**config.mk**
```make
export PLATFORM = sky130hd
export DESIGN_NAME = uart_tx_top
export DESIGN_NICKNAME = d
export VERILOG_FILES = /design/src/rtl/uart_tx_pkg.sv /design/src/rtl/uart_tx_hold.sv /design/src/rtl/uart_tx_shift.sv /design/src/rtl/uart_tx_rts.sv /design/src/rtl/uart_tx_top.sv
export SDC_FILE = /design/constraint.sdc
export NUM_CORES = 1
export LEC_CHECK = 0
export BUFFER_PORTS_ARGS = -buffer_cell sky130_fd_sc_hd__buf_4
export CAP_MARGIN = 40
export CORE_MARGIN = 8
export CORE_UTILIZATION = 40
export CTS_CLUSTER_DIAMETER = 80
export DETAILED_ROUTE_END_ITERATION = 16
export PLACE_DENSITY = 0.63
export SETUP_SLACK_MARGIN = 0.4
export SYNTH_ARGS = -nofsm -noshare
export SYNTH_HDL_FRONTEND = slang
export SYNTH_HIERARCHICAL = 1
export SYNTH_SLANG_ARGS = --single-unit
export TNS_END_PERCENT = 10
```
**constraint.sdc**
```tcl
create_clock -name clk -period 3.5 [get_ports clk]
set_input_delay 0.7 -clock clk [delete_from_list [all_inputs] [get_ports clk]]
set_output_delay 0.7 -clock clk [all_outputs]
set_load 0.1 [all_outputs]
```
**src/rtl/uart_tx_pkg.sv**
```systemverilog
package uart_tx_pkg;

   localparam int CHAR_MAX = 8;
   localparam int CHAR_MIN = 5;

   typedef enum logic [2:0] {
      ST_IDLE, ST_START, ST_DATA, ST_PAR, ST_STOP, ST_BRK, ST_BRKEND
   } tx_state_t;

   localparam logic [1:0] PAR_NORMAL = 2'd0;
   localparam logic [1:0] PAR_FORCE  = 2'd1;

   // Stop period in oversampling ticks for a given code.
   function automatic logic [5:0] stop_len(input logic [3:0] code,
                                           input logic five,
                                           input int bt);
      int n;
      if (code < 4'd8) n = bt / 2 + 1 + int'(code) + (five ? bt / 2 : 0);
      else             n = bt + 1 + int'(code);
      return 6'(n);
   endfunction

endpackage

```
**src/rtl/uart_tx_hold.sv**
```systemverilog
module uart_tx_hold #(
   parameter int DATA_W = 8
) (
   input  logic              clk,
   input  logic              rst_n,
   input  logic              tx_en,
   input  logic              wr_valid,
   input  logic [DATA_W-1:0] wr_data,
   input  logic              take,
   output logic              hold_valid,
   output logic [DATA_W-1:0] hold_data,
   output logic              ready
);

   assign ready = tx_en && !hold_valid;

   always_ff @(posedge clk or negedge rst_n) begin
      if (!rst_n) begin
         hold_valid <= 1'b0;
         hold_data  <= '0;
      end else if (wr_valid && ready) begin
         hold_valid <= 1'b1;
         hold_data  <= wr_data;
      end else if (take) begin
         hold_valid <= 1'b0;
      end
   end

endmodule

```
**src/rtl/uart_tx_shift.sv**
```systemverilog
module uart_tx_shift
   import uart_tx_pkg::*;
#(
   parameter int BIT_TICKS = 16,
   parameter int CNT_W     = 6
) (
   input  logic                clk,
   input  logic                rst_n,
   input  logic                tick,
   input  logic                tx_en,
   input  logic [1:0]          cfg_bits,
   input  logic [1:0]          cfg_par,
   input  logic                cfg_odd,
   input  logic [3:0]          cfg_stop,
   input  logic                cfg_cts_en,
   input  logic                cts,
   input  logic                hold_valid,
   input  logic [CHAR_MAX-1:0] hold_data,
   input  logic                brk_start,
   input  logic                brk_stop,
   output logic                take,
   output logic                txd,
   output logic                idle
);

   localparam int LEFT_W = $clog2(CHAR_MAX + 1);

   tx_state_t             state;
   logic [CNT_W-1:0]      cnt;
   logic [CHAR_MAX-1:0]   sh;
   logic [LEFT_W-1:0]     left;
   logic                  par_bit, has_par, brk_pend;
   logic [5:0]            stop_q;
   logic                  bit_end, stop_end;
   logic [CHAR_MAX-1:0]   mask;
   logic                  blocked;

   assign mask     = {CHAR_MAX{1'b1}} >> (3 - cfg_bits);
   assign bit_end  = tick && (cnt == CNT_W'(BIT_TICKS - 1));
   assign stop_end = tick && (cnt == CNT_W'(stop_q - 6'd1));
   assign blocked  = cfg_cts_en && cts;
   assign idle     = (state == ST_IDLE);
   assign take     = idle && hold_valid && tx_en && !blocked && !brk_pend;

   always_comb begin
      unique case (state)
         ST_START, ST_BRK: txd = 1'b0;
         ST_DATA:          txd = sh[0];
         ST_PAR:           txd = par_bit;
         default:          txd = 1'b1;
      endcase
   end

   always_ff @(posedge clk or negedge rst_n) begin
      if (!rst_n) begin
         state    <= ST_IDLE;
         cnt      <= '0;
         sh       <= '0;
         left     <= '0;
         par_bit  <= 1'b0;
         has_par  <= 1'b0;
         stop_q   <= 6'd16;
         brk_pend <= 1'b0;
      end else begin
         if (brk_start && state != ST_BRK) brk_pend <= 1'b1;
         if (brk_stop)                     brk_pend <= 1'b0;
         unique case (state)
            ST_IDLE: begin
               cnt <= '0;
               if (brk_pend && !brk_stop) begin
                  state    <= ST_BRK;
                  brk_pend <= 1'b0;
               end else if (take) begin
                  state   <= ST_START;
                  sh      <= hold_data & mask;
                  left    <= LEFT_W'(CHAR_MIN + int'(cfg_bits));
                  has_par <= !cfg_par[1];
                  par_bit <= (cfg_par == PAR_FORCE) ? cfg_odd
                                                    : (^(hold_data & mask)) ^ cfg_odd;
                  stop_q  <= stop_len(cfg_stop, cfg_bits == 2'd0, BIT_TICKS);
               end
            end
            ST_START: if (tick) begin
               cnt <= bit_end ? '0 : cnt + 1'b1;
               if (bit_end) state <= ST_DATA;
            end
            ST_DATA: if (tick) begin
               cnt <= bit_end ? '0 : cnt + 1'b1;
               if (bit_end) begin
                  sh   <= sh >> 1;
                  left <= left - 1'b1;
                  if (left == LEFT_W'(1)) state <= has_par ? ST_PAR : ST_STOP;
               end
            end
            ST_PAR: if (tick) begin
               cnt <= bit_end ? '0 : cnt + 1'b1;
               if (bit_end) state <= ST_STOP;
            end
            ST_STOP: if (tick) begin
               cnt <= stop_end ? '0 : cnt + 1'b1;
               if (stop_end) state <= ST_IDLE;
            end
            ST_BRK: begin
               cnt <= '0;
               if (brk_stop) state <= ST_BRKEND;
            end
            ST_BRKEND: if (tick) begin
               cnt <= bit_end ? '0 : cnt + 1'b1;
               if (bit_end) state <= ST_IDLE;
            end
            default: state <= ST_IDLE;
         endcase
      end
   end

endmodule

```
**src/rtl/uart_tx_rts.sv**
```systemverilog
module uart_tx_rts #(
   parameter int DELAY_TICKS = 16
) (
   input  logic clk,
   input  logic rst_n,
   input  logic tick,
   input  logic auto_en,
   input  logic empty,
   input  logic set_req,
   input  logic clr_req,
   output logic rts
);

   localparam int DW = $clog2(DELAY_TICKS + 1);
   logic [DW-1:0] cnt;

   always_ff @(posedge clk or negedge rst_n) begin
      if (!rst_n) begin
         rts <= 1'b0;
         cnt <= '0;
      end else if (clr_req) begin
         rts <= 1'b0;
         cnt <= '0;
      end else if (set_req) begin
         rts <= 1'b1;
         cnt <= '0;
      end else if (!empty || !auto_en || !rts) begin
         cnt <= '0;
      end else if (tick) begin
         if (cnt == DW'(DELAY_TICKS - 1)) begin
            rts <= 1'b0;
            cnt <= '0;
         end else begin
            cnt <= cnt + 1'b1;
         end
      end
   end

endmodule

```
**src/rtl/uart_tx_top.sv**
```systemverilog
module uart_tx_top
   import uart_tx_pkg::*;
#(
   parameter int BIT_TICKS = 16,
   parameter int RTS_BITS  = 1
) (
   input  logic       clk,
   input  logic       rst_n,
   input  logic       tick16,
   input  logic       tx_en,
   input  logic [1:0] cfg_bits,
   input  logic [1:0] cfg_par,
   input  logic       cfg_odd,
   input  logic [3:0] cfg_stop,
   input  logic       cfg_cts_en,
   input  logic       cfg_rts_auto,
   input  logic       cts,
   input  logic       wr_valid,
   input  logic [7:0] wr_data,
   input  logic       brk_start,
   input  logic       brk_stop,
   input  logic       rts_set,
   input  logic       rts_clr,
   output logic       txd,
   output logic       tx_rdy,
   output logic       tx_emt,
   output logic       rts
);

   localparam int CNT_W     = $clog2(2 * BIT_TICKS + 1);
   localparam int RTS_TICKS = RTS_BITS * BIT_TICKS;

   if (BIT_TICKS != 16) begin : g_bad_ticks
      $error("uart_tx_top: stop codes are defined for 16 ticks per bit");
   end
   if (RTS_BITS < 1) begin : g_bad_rts
      $error("uart_tx_top: RTS_BITS must be at least 1");
   end

   logic                hold_valid, take, idle;
   logic [CHAR_MAX-1:0] hold_data;

   uart_tx_hold #(.DATA_W(CHAR_MAX)) u_hold (
      .clk(clk), .rst_n(rst_n), .tx_en(tx_en),
      .wr_valid(wr_valid), .wr_data(wr_data), .take(take),
      .hold_valid(hold_valid), .hold_data(hold_data), .ready(tx_rdy)
   );

   uart_tx_shift #(.BIT_TICKS(BIT_TICKS), .CNT_W(CNT_W)) u_shift (
      .clk(clk), .rst_n(rst_n), .tick(tick16), .tx_en(tx_en),
      .cfg_bits(cfg_bits), .cfg_par(cfg_par), .cfg_odd(cfg_odd),
      .cfg_stop(cfg_stop), .cfg_cts_en(cfg_cts_en), .cts(cts),
      .hold_valid(hold_valid), .hold_data(hold_data),
      .brk_start(brk_start), .brk_stop(brk_stop),
      .take(take), .txd(txd), .idle(idle)
   );

   assign tx_emt = idle && !hold_valid;

   uart_tx_rts #(.DELAY_TICKS(RTS_TICKS)) u_rts (
      .clk(clk), .rst_n(rst_n), .tick(tick16), .auto_en(cfg_rts_auto),
      .empty(tx_emt), .set_req(rts_set), .clr_req(rts_clr), .rts(rts)
   );

endmodule

```
==> flow_summary.yaml, run 1 <==
outcome:
  outcome: "completed"
min_path:
  hold_class: "input port to async pin"
clock_tree:
  cts_buffer_depth: 2
  postCtsResizedCells: 0
  cts.sinks: 45
  post-cts-setup-buffers: 0
  cts-hold-fix-buffers: 0
  cts_root_buf: "clkbuf_8"
  cts_buffers: 5
  cts_htree_levels: 2
  clk-insertion-delay-late_ns: 0.31
  clkSlewWorstSetupHoldPaths_ns: 0.09
  tritoncts: "yes"
sta:
  layout_worst_path_cycle_share_pct: 72.6
  worstMarginPinSlew_ns: 0.690
  fin_ws_ns: 0.959
  tns_ns: 0
  report.final.slew_viol_count: 0
  fmaxAchievable_mhz: 393
  rsz0062_at_grt: "false"
  finalHoldViolCount: 0
  finalCriticalPeriod_ns: 2.54
  finalSetupViolCount: 0
  clock_skew_ns: 0.0107
  slew_headroom_pct: 53.9
synthesis:
  ys.flop_type: "dfrtp_1"
  syn_inst: 288
  ys_ff_latch: 45
  synth_fa_ha_area_share_pct: 5.11
  ys_types: 52
  async_flop_share_pct: 100
  muxShareOfSynthArea_pct: 6.45
  synth-simple-area-share_pct: 20.7
  synthesis.nets: 328
  yosys-top-cells-area: "dfrtp_1 (41%), nand2_1 (5.3%), ha_1 (5.1%)"
  synth_compound_area_share_pct: 16.5
  synth_area_mm2: 0.00270
  seq_area_frac_synth_pct: 41.8
  synth_edf_count: 0
  synth_top_area_share_pct: 40.9
  synth_area_leader_cell: "dfrtp_1"
  synth_top_cells_by_count: "dfrtp_1 (44), nand2_1 (38), inv_1 (16)"
  yosysMostFrequentCell: "dfrtp_1"
  ys_warn_count: 6
  synthXorXnorAreaFrac_pct: 5.52
  postSynthAreaPerCell_um2: 9.36
  synth_top_family_by_area: "simple AND/OR/NAND/NOR gates"
setup_path:
  crit_path_start_kind: "register"
  crit_chain: "ha_1 -> nand3_1 -> nor4b_1 -> mux2_2 -> nand2_1 -> o21ai_0 -> o21ai_0"
  endpoint_kind: "register"
  cp_num_buf_inv: 0
  crit_slowest_cell: "nor4b_1"
  cp_top_family: "simple AND/OR/NAND/NOR gates"
  r2r_slack_ns: 0.96
  arrival_ns: 2.70
  critPathKind: "register to register"
  slowest_delay_ns: 0.54
  crit_required_ns: 3.65
  path_common_cell: "o21ai_0"
  crit_fanout: 25
detailed_routing:
  m1WireLength_mm: 2.61
  drt-initial-drc-count: 85
  drc_errors: 0
  first_pass_iters: 4
  vias: 2109
  route.met3.wl_um: 266
  wl_met2_mm: 2.67
  ant_nets: 0
  routed_via_density: 5.30
  wl_per_cell_um: 14.1
  drt_wl_total_mm: 5.63
  top_layer_used: "met4"
layout:
  areaGrowthSynthToFinish_pct: 14.4
  fill_cells: 673
  nNetsFinal: 357
  drive_gt1_share_pct: 19.5
  multi_input_comb_area_mm2: 0.00146
  diodes: 0
  finalNonFillerCells: 398
  seq_area_mm2: 0.00113
power_and_ir_drop:
  pwr-share-seq_pct: 37.8
  netSwitchingPower_mw: 1.07
  clockPowerShare_pct: 13.6
  combPwrFrac_pct: 48.5
  p_per_area_mw_per_mm2: 798
  intPower_mw: 1.39
  power.share.switching_pct: 43.4
  peakVddDrop_mv: 0.338
  p_leak_nw: 1.39
grt:
  grt_use_total_pct: 12.4
  grt_pass1_vias: 2125
  grt_max_degree: 46
  grt_pass1_wl_mm: 9.91
  grt_antenna_before_repair: 0
  overflow: 0
die:
  fp.coreArea_mm2: 0.00664
  dieWidth_um: 98.1
  dieArea_mm2: 0.00962
  ios: 33
  core.rowCount: 30
  initial_core_util_pct: 40.6
  die_y_um: 98.1
job:
  max_cap_violations: 0
placement:
  place_ws_ns: 0.890
  dp.cells: 390
  place_congestion: 0.784
  dp_hpwl_mm: 4.13
  io_buffers: 32
## power groups by stage
stage                     logic [mW]  clock network (mW)  registers [mW]
after detailed placement        1.19                   0           0.942
final                           1.20               0.336           0.931
after global routing            1.33               0.373           0.970
after CTS                       1.20               0.352           0.930
after global placement          1.18                   0           0.936
after floorplan                 1.04                   0           0.849
## routing by layer
| metal | GRT usage (%) | up-vias |
|---|---|---|
| met4 | 4.32 | 0 |
| met2 | 20.4 | 46 |
| li1 | - | 1073 |
| met5 | 0 | - |
| met3 | 3.27 | 8 |
| met1 | 15.2 | 982 |
## state kept, by name, indices dropped and copies added, names as in the netlist, 3 cells and up
name,flops
u_shift/left,4
u_shift/cnt,6
u_shift/sh,8
u_shift/stop_q,6
u_rts/cnt,5
u_hold/hold_data,8
u_shift/state,3
## worst register-to-register path: stages (launching register included)
cell and delay, ns:
dfrtp_1 0.42, ha_1 0.21, nand3_1 0.14, nor4b_1 0.54, mux2_2 0.26, nand2_1 0.40, o21ai_0 0.31, o21ai_0 0.12
## final cells by class
class | count | share of cell area, %
clock buffers | 5 | 2.23
clock inverters | 3 | 0.811
well taps | 80 | 3.25
multi-input cells | 217 | 47.4
inverters | 16 | 1.95
flip-flops and latches | 45 | 36.6
repair buffers | 32 | 7.79
## placed cells by master (no fill, tap or decap), types with 7 or more instances in the layout
cell type / synthesis / routed
a21oi_1: 11 / 11
nor3_1: 10 / 10
o21ai_0: 15 / 15
dfrtp_1: 44 / 44
nand2b_1: 9 / 9
inv_1: 16 / 16
buf_4: 0 / 32
o21ai_1: 10 / 10
nor2_1: 15 / 15
ha_1: 11 / 11
mux2_2: 11 / 11
nand2_1: 38 / 38
xor2_1: 7 / 7
xnor2_1: 10 / 10
## stage by stage
step | area, um2 | util (%) | power (mW) | hold slack, ns
after detailed placement | 2990 | 45.0 | 2.14 | 0.470
final | 3080 | 46.4 | 2.46 | 0.380
after floorplan | 2700 | - | 1.89 | 0.404
after CTS | 3080 | 46.4 | 2.49 | 0.406
after global placement | 2990 | 45.0 | 2.12 | 0.460
after global routing | 3080 | 46.4 | 2.68 | 0.421
## cells by family after synthesis
kind of cell | after synthesis
AO/OA/AOI/OAI | 68
XOR/XNOR | 17
multiplexers | 16
adder cells (fa/ha/maj) | 11
buffers and inverters | 26
AND/OR/NAND/NOR | 105
flip-flops | 45
## final timing paths
check / end / startpoint / cells past startpoint
max in group asynchronous: u_hold/hold_data[5]$_DFFE_PN0P_ / rst_n / 1
hold reg to reg: u_shift/sh[0]$_DFFE_PN0P_ / u_shift/sh[0]$_DFFE_PN0P_ / 2
setup reg to reg: u_shift/left[2]$_DFFE_PN0P_ / u_shift/cnt[0]$_DFFE_PN0P_ / 7
min in group clk: u_shift/sh[0]$_DFFE_PN0P_ / u_shift/sh[0]$_DFFE_PN0P_ / 2
setup / recovery: u_shift/left[2]$_DFFE_PN0P_ / u_shift/cnt[0]$_DFFE_PN0P_ / 7
hold / removal: u_shift/cnt[0]$_DFFE_PN0P_ / rst_n / 1
Note: power is estimated with default switching activity, not from simulation.
==> run 2: changes to the inputs <==
==> constraint.sdc (replaced) <==
create_clock -name clk -period 2.4 [get_ports clk]
set_input_delay 0.48 -clock clk [delete_from_list [all_inputs] [get_ports clk]]
set_output_delay 0.48 -clock clk [all_outputs]
set_load 0.1 [all_outputs]
==> run 2 against run 1 <==
- combinational power grew 68%
- global-route usage grew 0.13 points
- routed wire length grew 4.5%
- non-clock buffer count grew 15
- clock power grew 40%
- critical endpoint is now u_shift/cnt[0]$_DFFE_PN0P_
==> flow_summary.yaml, run 2 (synthesis results as in run 1) <==
layout:
  nNetsFinal: 372
  areaGrowthSynthToFinish_pct: 20.8
  fill_cells: 624
  layout_common_cells: "buf_4 (47), dfrtp_1 (40), nand2_1 (37)"
  largestRegisters: "u_hold/hold_data: 8 flops, u_shift/sh: 8 flops"
  finalNonFillerCells: 413
  final_common_cell: "buf_4"
  fin_util_pct: 49.0
  drive_gt1_share_pct: 27.0
  diodes: 0
  multi_input_comb_area_mm2: 0.00152
  final_area_mm2: 0.00326
  seq_area_mm2: 0.00113
detailed_routing:
  drt_wl_total_mm: 5.88
  ant_nets: 0
  routed_via_density: 5.37
  vias: 2219
  drt-initial-drc-count: 82
  drc_errors: 0
  first_pass_iters: 5
  wl_per_cell_um: 14.2
sta:
  finalSetupViolCount: 0
  clock_skew_ns: 0.0112
  rsz0062_at_grt: "true"
  tns_ns: 0
  layout_worst_path_cycle_share_pct: 92.4
  fmaxAchievable_mhz: 451
  worstMarginPinSlew_ns: 0.612
  finalCriticalPeriod_ns: 2.22
  slew_headroom_pct: 59.2
  report.final.slew_viol_count: 0
  finalHoldViolCount: 0
  fin_ws_ns: 0.182
grt:
  grt_antenna_before_repair: 0
  grt_pass1_wl_mm: 9.96
  grt_max_degree: 46
  grt_use_total_pct: 12.5
  overflow: 0
  grt_pass1_vias: 2164
setup_path:
  critPathKind: "register to register"
  crit_path_start_kind: "register"
  arrival_ns: 2.40
  crit_chain: "inv_2 -> ha_4 -> xor2_1 -> nand3_1 -> or4_4 -> a211oi_4 -> nor2_2 -> mux2_4"
  crit_required_ns: 2.59
  slowest_delay_ns: 0.51
  endpoint_kind: "register"
  crit_slowest_cell: "or4_4"
  crit_fanout: 5
placement:
  place_ws_ns: 0.0691
  place_area_mm2: 0.00305
  place_congestion: 0.788
  io_buffers: 32
  dp.cells: 397
  dp_hpwl_mm: 4.26
die:
  initial_core_util_pct: 40.6
  dieArea_mm2: 0.00962
  fp.coreArea_mm2: 0.00664
  dieWidth_um: 98.1
  ios: 33
  core.rowCount: 30
  die_y_um: 98.1
clock_tree:
  clkSlewWorstSetupHoldPaths_ns: 0.09
  cts_buffers: 5
  cts_root_buf: "clkbuf_8"
  cts.sinks: 45
  cts_buffer_depth: 2
  cts_htree_levels: 2
  clk-insertion-delay-late_ns: 0.30
  tritoncts: "yes"
power_and_ir_drop:
  p_leak_nw: 1.47
  intPower_mw: 2.20
  clockPowerShare_pct: 12.3
  peakVddDrop_mv: 0.534
  power.share.switching_pct: 42.6
  combPwrFrac_pct: 52.4
  pwr-share-seq_pct: 35.4
  p_per_area_mw_per_mm2: 1180
  netSwitchingPower_mw: 1.64
job:
  max_cap_violations: 0
min_path:
  hold_class: "input port to async pin"
outcome:
  outcome: "completed"
[run 2: cell types whose count changed in the layout (fill, tap and decap cells not counted), moves of 2 or more]
cell     previous run  this run
nor3_1             10         7
dfrtp_1            44        40
inv_1              16        14
dfrtp_2             0         4
inv_2               0         2
nor3_2              1         3
buf_4              32        47
[run 2: per-layer routing]
metal  global-route usage (%)  vias up  part of all wire, %
li1                         -     1105                    -
met1                     15.4     1064                   47
met2                     20.1       41                   47
met3                     3.63        9                  5.2
met4                     4.80        0                  1.2
met5                        0        -                    0
[run 2: worst paths after layout]
path | start | to | slack (ns) | cells after the start
setup / recovery | u_shift/stop_q[0]$_DFFE_PN0P_ | u_shift/cnt[0]$_DFFE_PN0P_ | 0.18 | 8
hold / removal | rst_n | u_shift/cnt[1]$_DFFE_PN0P_ | 0.17 | 1
setup reg to reg | u_shift/stop_q[0]$_DFFE_PN0P_ | u_shift/cnt[0]$_DFFE_PN0P_ | 0.18 | 8
hold reg to reg | u_shift/sh[1]$_DFFE_PN0P_ | u_shift/sh[1]$_DFFE_PN0P_ | 0.49 | 2
max in group asynchronous | rst_n | u_shift/state[1]$_DFFE_PN0P_ | 1.81 | 1
min in group clk | rts_clr | u_rts/rts$_DFFE_PN0P_ | 0.34 | 2
[run 2: worst max-delay path: cells and delay by family (launching register included)]
| kind | cells | cell delay [ns] |
|---|---|---|
| multiplexers | 1 | 0.27 |
| flip-flops | 1 | 0.40 |
| AO/OA/AOI/OAI | 1 | 0.33 |
| XOR/XNOR | 1 | 0.14 |
| adder cells (fa/ha/maj) | 1 | 0.20 |
| buffers and inverters | 1 | 0.08 |
| AND/OR/NAND/NOR | 3 | 0.69 |
[run 2: final cells by class]
cell class                 count  share of cell area, %
clock inverter                 2                  0.500
inverter                      16                   1.84
clock buffer                   6                   2.23
timing repair buffer          47                   10.8
sequential                    45                   34.8
tap                           80                   3.07
multi-input combinational    217                   46.7
[run 2: through the flow]
stage | hold slack [ns] | power (mW)
after global placement | 0.467 | 3.15
after global routing | 0.212 | 4.13
after floorplan | 0.184 | 2.80
final | 0.171 | 3.84
after CTS | 0.192 | 3.79
after detailed placement | 0.471 | 3.20
[run 2: power groups by stage]
stage | Clock (mW) | Combinational [mW] | Sequential, mW
after floorplan | 0 | 1.56 | 1.24
after global placement | 0 | 1.80 | 1.35
after detailed placement | 0 | 1.84 | 1.36
after CTS | 0.490 | 1.95 | 1.35
after global routing | 0.512 | 2.21 | 1.41
final | 0.471 | 2.01 | 1.36
[run 2: timing repair]
item / 4_1_cts / 5_1_grt
endpoints found under the setup margin: 17 / 24
endpoints found under the hold margin: 0 / 0
gates resized for setup: 8 / 7
hold buffers: 0 / 0
pin swaps: 4 / 4
buffers inserted: 6 / 2
==> run 3: changes to the inputs <==
--- a/config.mk
+++ b/config.mk
@@ -12,6 +12,7 @@
 export CTS_CLUSTER_DIAMETER = 80
 export DETAILED_ROUTE_END_ITERATION = 16
 export PLACE_DENSITY = 0.63
+export RECOVER_POWER = 25
 export SETUP_SLACK_MARGIN = 0.4
 export SYNTH_ARGS = -nofsm -noshare
 export SYNTH_HDL_FRONTEND = slang
==> run 3 against run 2 <==
- die area did not move
- utilization about the same
- combinational power about the same
- register-to-register slack barely moved
- clock skew about the same
- fmax hardly changed
- sequential share of layout area hardly changed
- highest routed layer unchanged
- power grew 0.10%
- non-clock buffer count is the same
==> flow_summary.yaml, run 3 (synthesis results as in run 1) <==
clock_tree:
  cts_root_buf: "clkbuf_8"
  cts_htree_levels: 2
  clk-insertion-delay-late_ns: 0.30
  tritoncts: "yes"
  cts_buffers: 5
  clkSlewWorstSetupHoldPaths_ns: 0.09
  cts.sinks: 45
  cts_buffer_depth: 2
grt:
  grt_max_degree: 46
  overflow: 0
  grt_pass1_wl_mm: 9.96
  grt_pass1_vias: 2164
  grt_use_total_pct: 12.5
  grt_antenna_before_repair: 0
die:
  dieArea_mm2: 0.00962
  fp.coreArea_mm2: 0.00664
  dieWidth_um: 98.1
  initial_core_util_pct: 40.6
  core.rowCount: 30
  die_y_um: 98.1
  ios: 33
setup_path:
  reg2regPathDepth: 8
  critPathKind: "register to register"
  crit_chain: "inv_2 -> ha_4 -> xor2_1 -> nand3_1 -> or4_4 -> a211oi_4 -> nor2_2 -> mux2_4"
  arrival_ns: 2.40
  crit_fanout: 5
  crit_required_ns: 2.59
  endpoint_kind: "register"
  r2r_slack_ns: 0.18
  crit_slowest_cell: "or4_4"
  slowest_delay_ns: 0.51
  crit_path_start_kind: "register"
detailed_routing:
  first_pass_iters: 4
  wl_per_cell_um: 14.3
  drt_wl_total_mm: 5.91
  vias: 2217
  drc_errors: 0
  drt-initial-drc-count: 82
  routed_via_density: 5.37
  ant_nets: 0
layout:
  nNetsFinal: 372
  diodes: 0
  areaGrowthSynthToFinish_pct: 20.7
  layout_common_cells: "buf_4 (46), dfrtp_1 (40), nand2_1 (37)"
  fill_cells: 625
  drive_gt1_share_pct: 27.0
  largestRegisters: "u_hold/hold_data: 8 flops, u_shift/sh: 8 flops"
  final_common_cell: "buf_4"
sta:
  layout_worst_path_cycle_share_pct: 92.4
  rsz0062_at_grt: "true"
  slew_headroom_pct: 25.5
  tns_ns: 0
  finalCriticalPeriod_ns: 2.22
  finalSetupViolCount: 0
  worstMarginPinSlew_ns: 1.12
  fmaxAchievable_mhz: 451
  clock_skew_ns: 0.0112
  finalHoldViolCount: 0
  report.final.slew_viol_count: 0
power_and_ir_drop:
  clockPowerShare_pct: 12.2
  p_per_area_mw_per_mm2: 1180
  power.share.switching_pct: 42.7
  netSwitchingPower_mw: 1.64
  peakVddDrop_mv: 0.534
  pwr-share-seq_pct: 35.4
  intPower_mw: 2.20
  p_leak_nw: 1.47
  power_mw: 3.85
  combPwrFrac_pct: 52.4
placement:
  place_congestion: 0.788
  dp_hpwl_mm: 4.26
  io_buffers: 32
outcome:
  outcome: "completed"
min_path:
  hold_depth: 2
  hold_class: "input port to register"
job:
  max_cap_violations: 0
## run 3: cell types whose count changed in the layout (fill, tap and decap cells not counted)
cell	delta
clkbuf_2	+1
buf_4	-1
## run 3: repair_timing
action | CTS | global route
setup endpoints to repair | 17 | 24
pin swaps | 4 | 4
hold buffers | 0 | 0
resized for setup | 8 | 7
setup buffers | 6 | 2
## run 3: power groups by stage
stage                     clock network, mW  logic [mW]  registers, mW
after CTS                             0.490        1.95           1.35
final                                 0.471        2.01           1.36
after global placement                    0        1.80           1.35
after global routing                  0.512        2.21           1.41
after detailed placement                  0        1.84           1.36
after floorplan                           0        1.56           1.24
## run 3: final timing paths
kind | startpoint | to
worst max-delay path | u_shift/stop_q[0]$_DFFE_PN0P_ | u_shift/cnt[0]$_DFFE_PN0P_
worst min-delay path | rts_clr | u_rts/rts$_DFFE_PN0P_
worst max register to register | u_shift/stop_q[0]$_DFFE_PN0P_ | u_shift/cnt[0]$_DFFE_PN0P_
worst min register to register | u_shift/sh[1]$_DFFE_PN0P_ | u_shift/sh[1]$_DFFE_PN0P_
max in group asynchronous | rst_n | u_shift/state[1]$_DFFE_PN0P_
min in group asynchronous | rst_n | u_shift/cnt[1]$_DFFE_PN0P_
## run 3: layout make-up
class,instances,area [um2],area share (%)
Clock buffer,6,72.6,2.23
Clock inverter,2,16.3,0.500
Inverter,16,60.1,1.85
Multi-Input combinational cell,217,1520,46.8
Sequential cell,45,1130,34.8
Tap cell,80,100,3.08
Timing Repair Buffer,47,350,10.8
## run 3: metal layers
metal / routed length (um) / track usage [%]
met4: 70 / 4.80
met2: 2750 / 20.1
met1: 2800 / 15.4
met5: 0 / 0
met3: 292 / 3.63
## run 3: through the flow
stage	instances	cell area [um2]	hold slack [ns]	utilization (%)	setup WS, ns
2_1_floorplan	288	2720	0.184	-	0.144
3_3_place_gp	397	3050	0.467	46.0	0.132
3_5_place_dp	397	3050	0.471	46.0	0.0691
4_1_cts	411	3210	0.192	48.3	0.146
5_1_grt	413	3250	0.340	49.0	0.119
6_report	413	3250	0.341	49.0	0.182
## run 3: critical path: cells and delay by family (launching register included)
kind                       cells  cell delay [ns]
and+or+nand+nor                3             0.69
muxes                          1             0.27
DFF                            1             0.40
xor gates and xnor gates       1             0.14
adders and majority gates      1             0.20
AOI/OAI and AO/OA              1             0.33
buffers and inverters          1             0.08
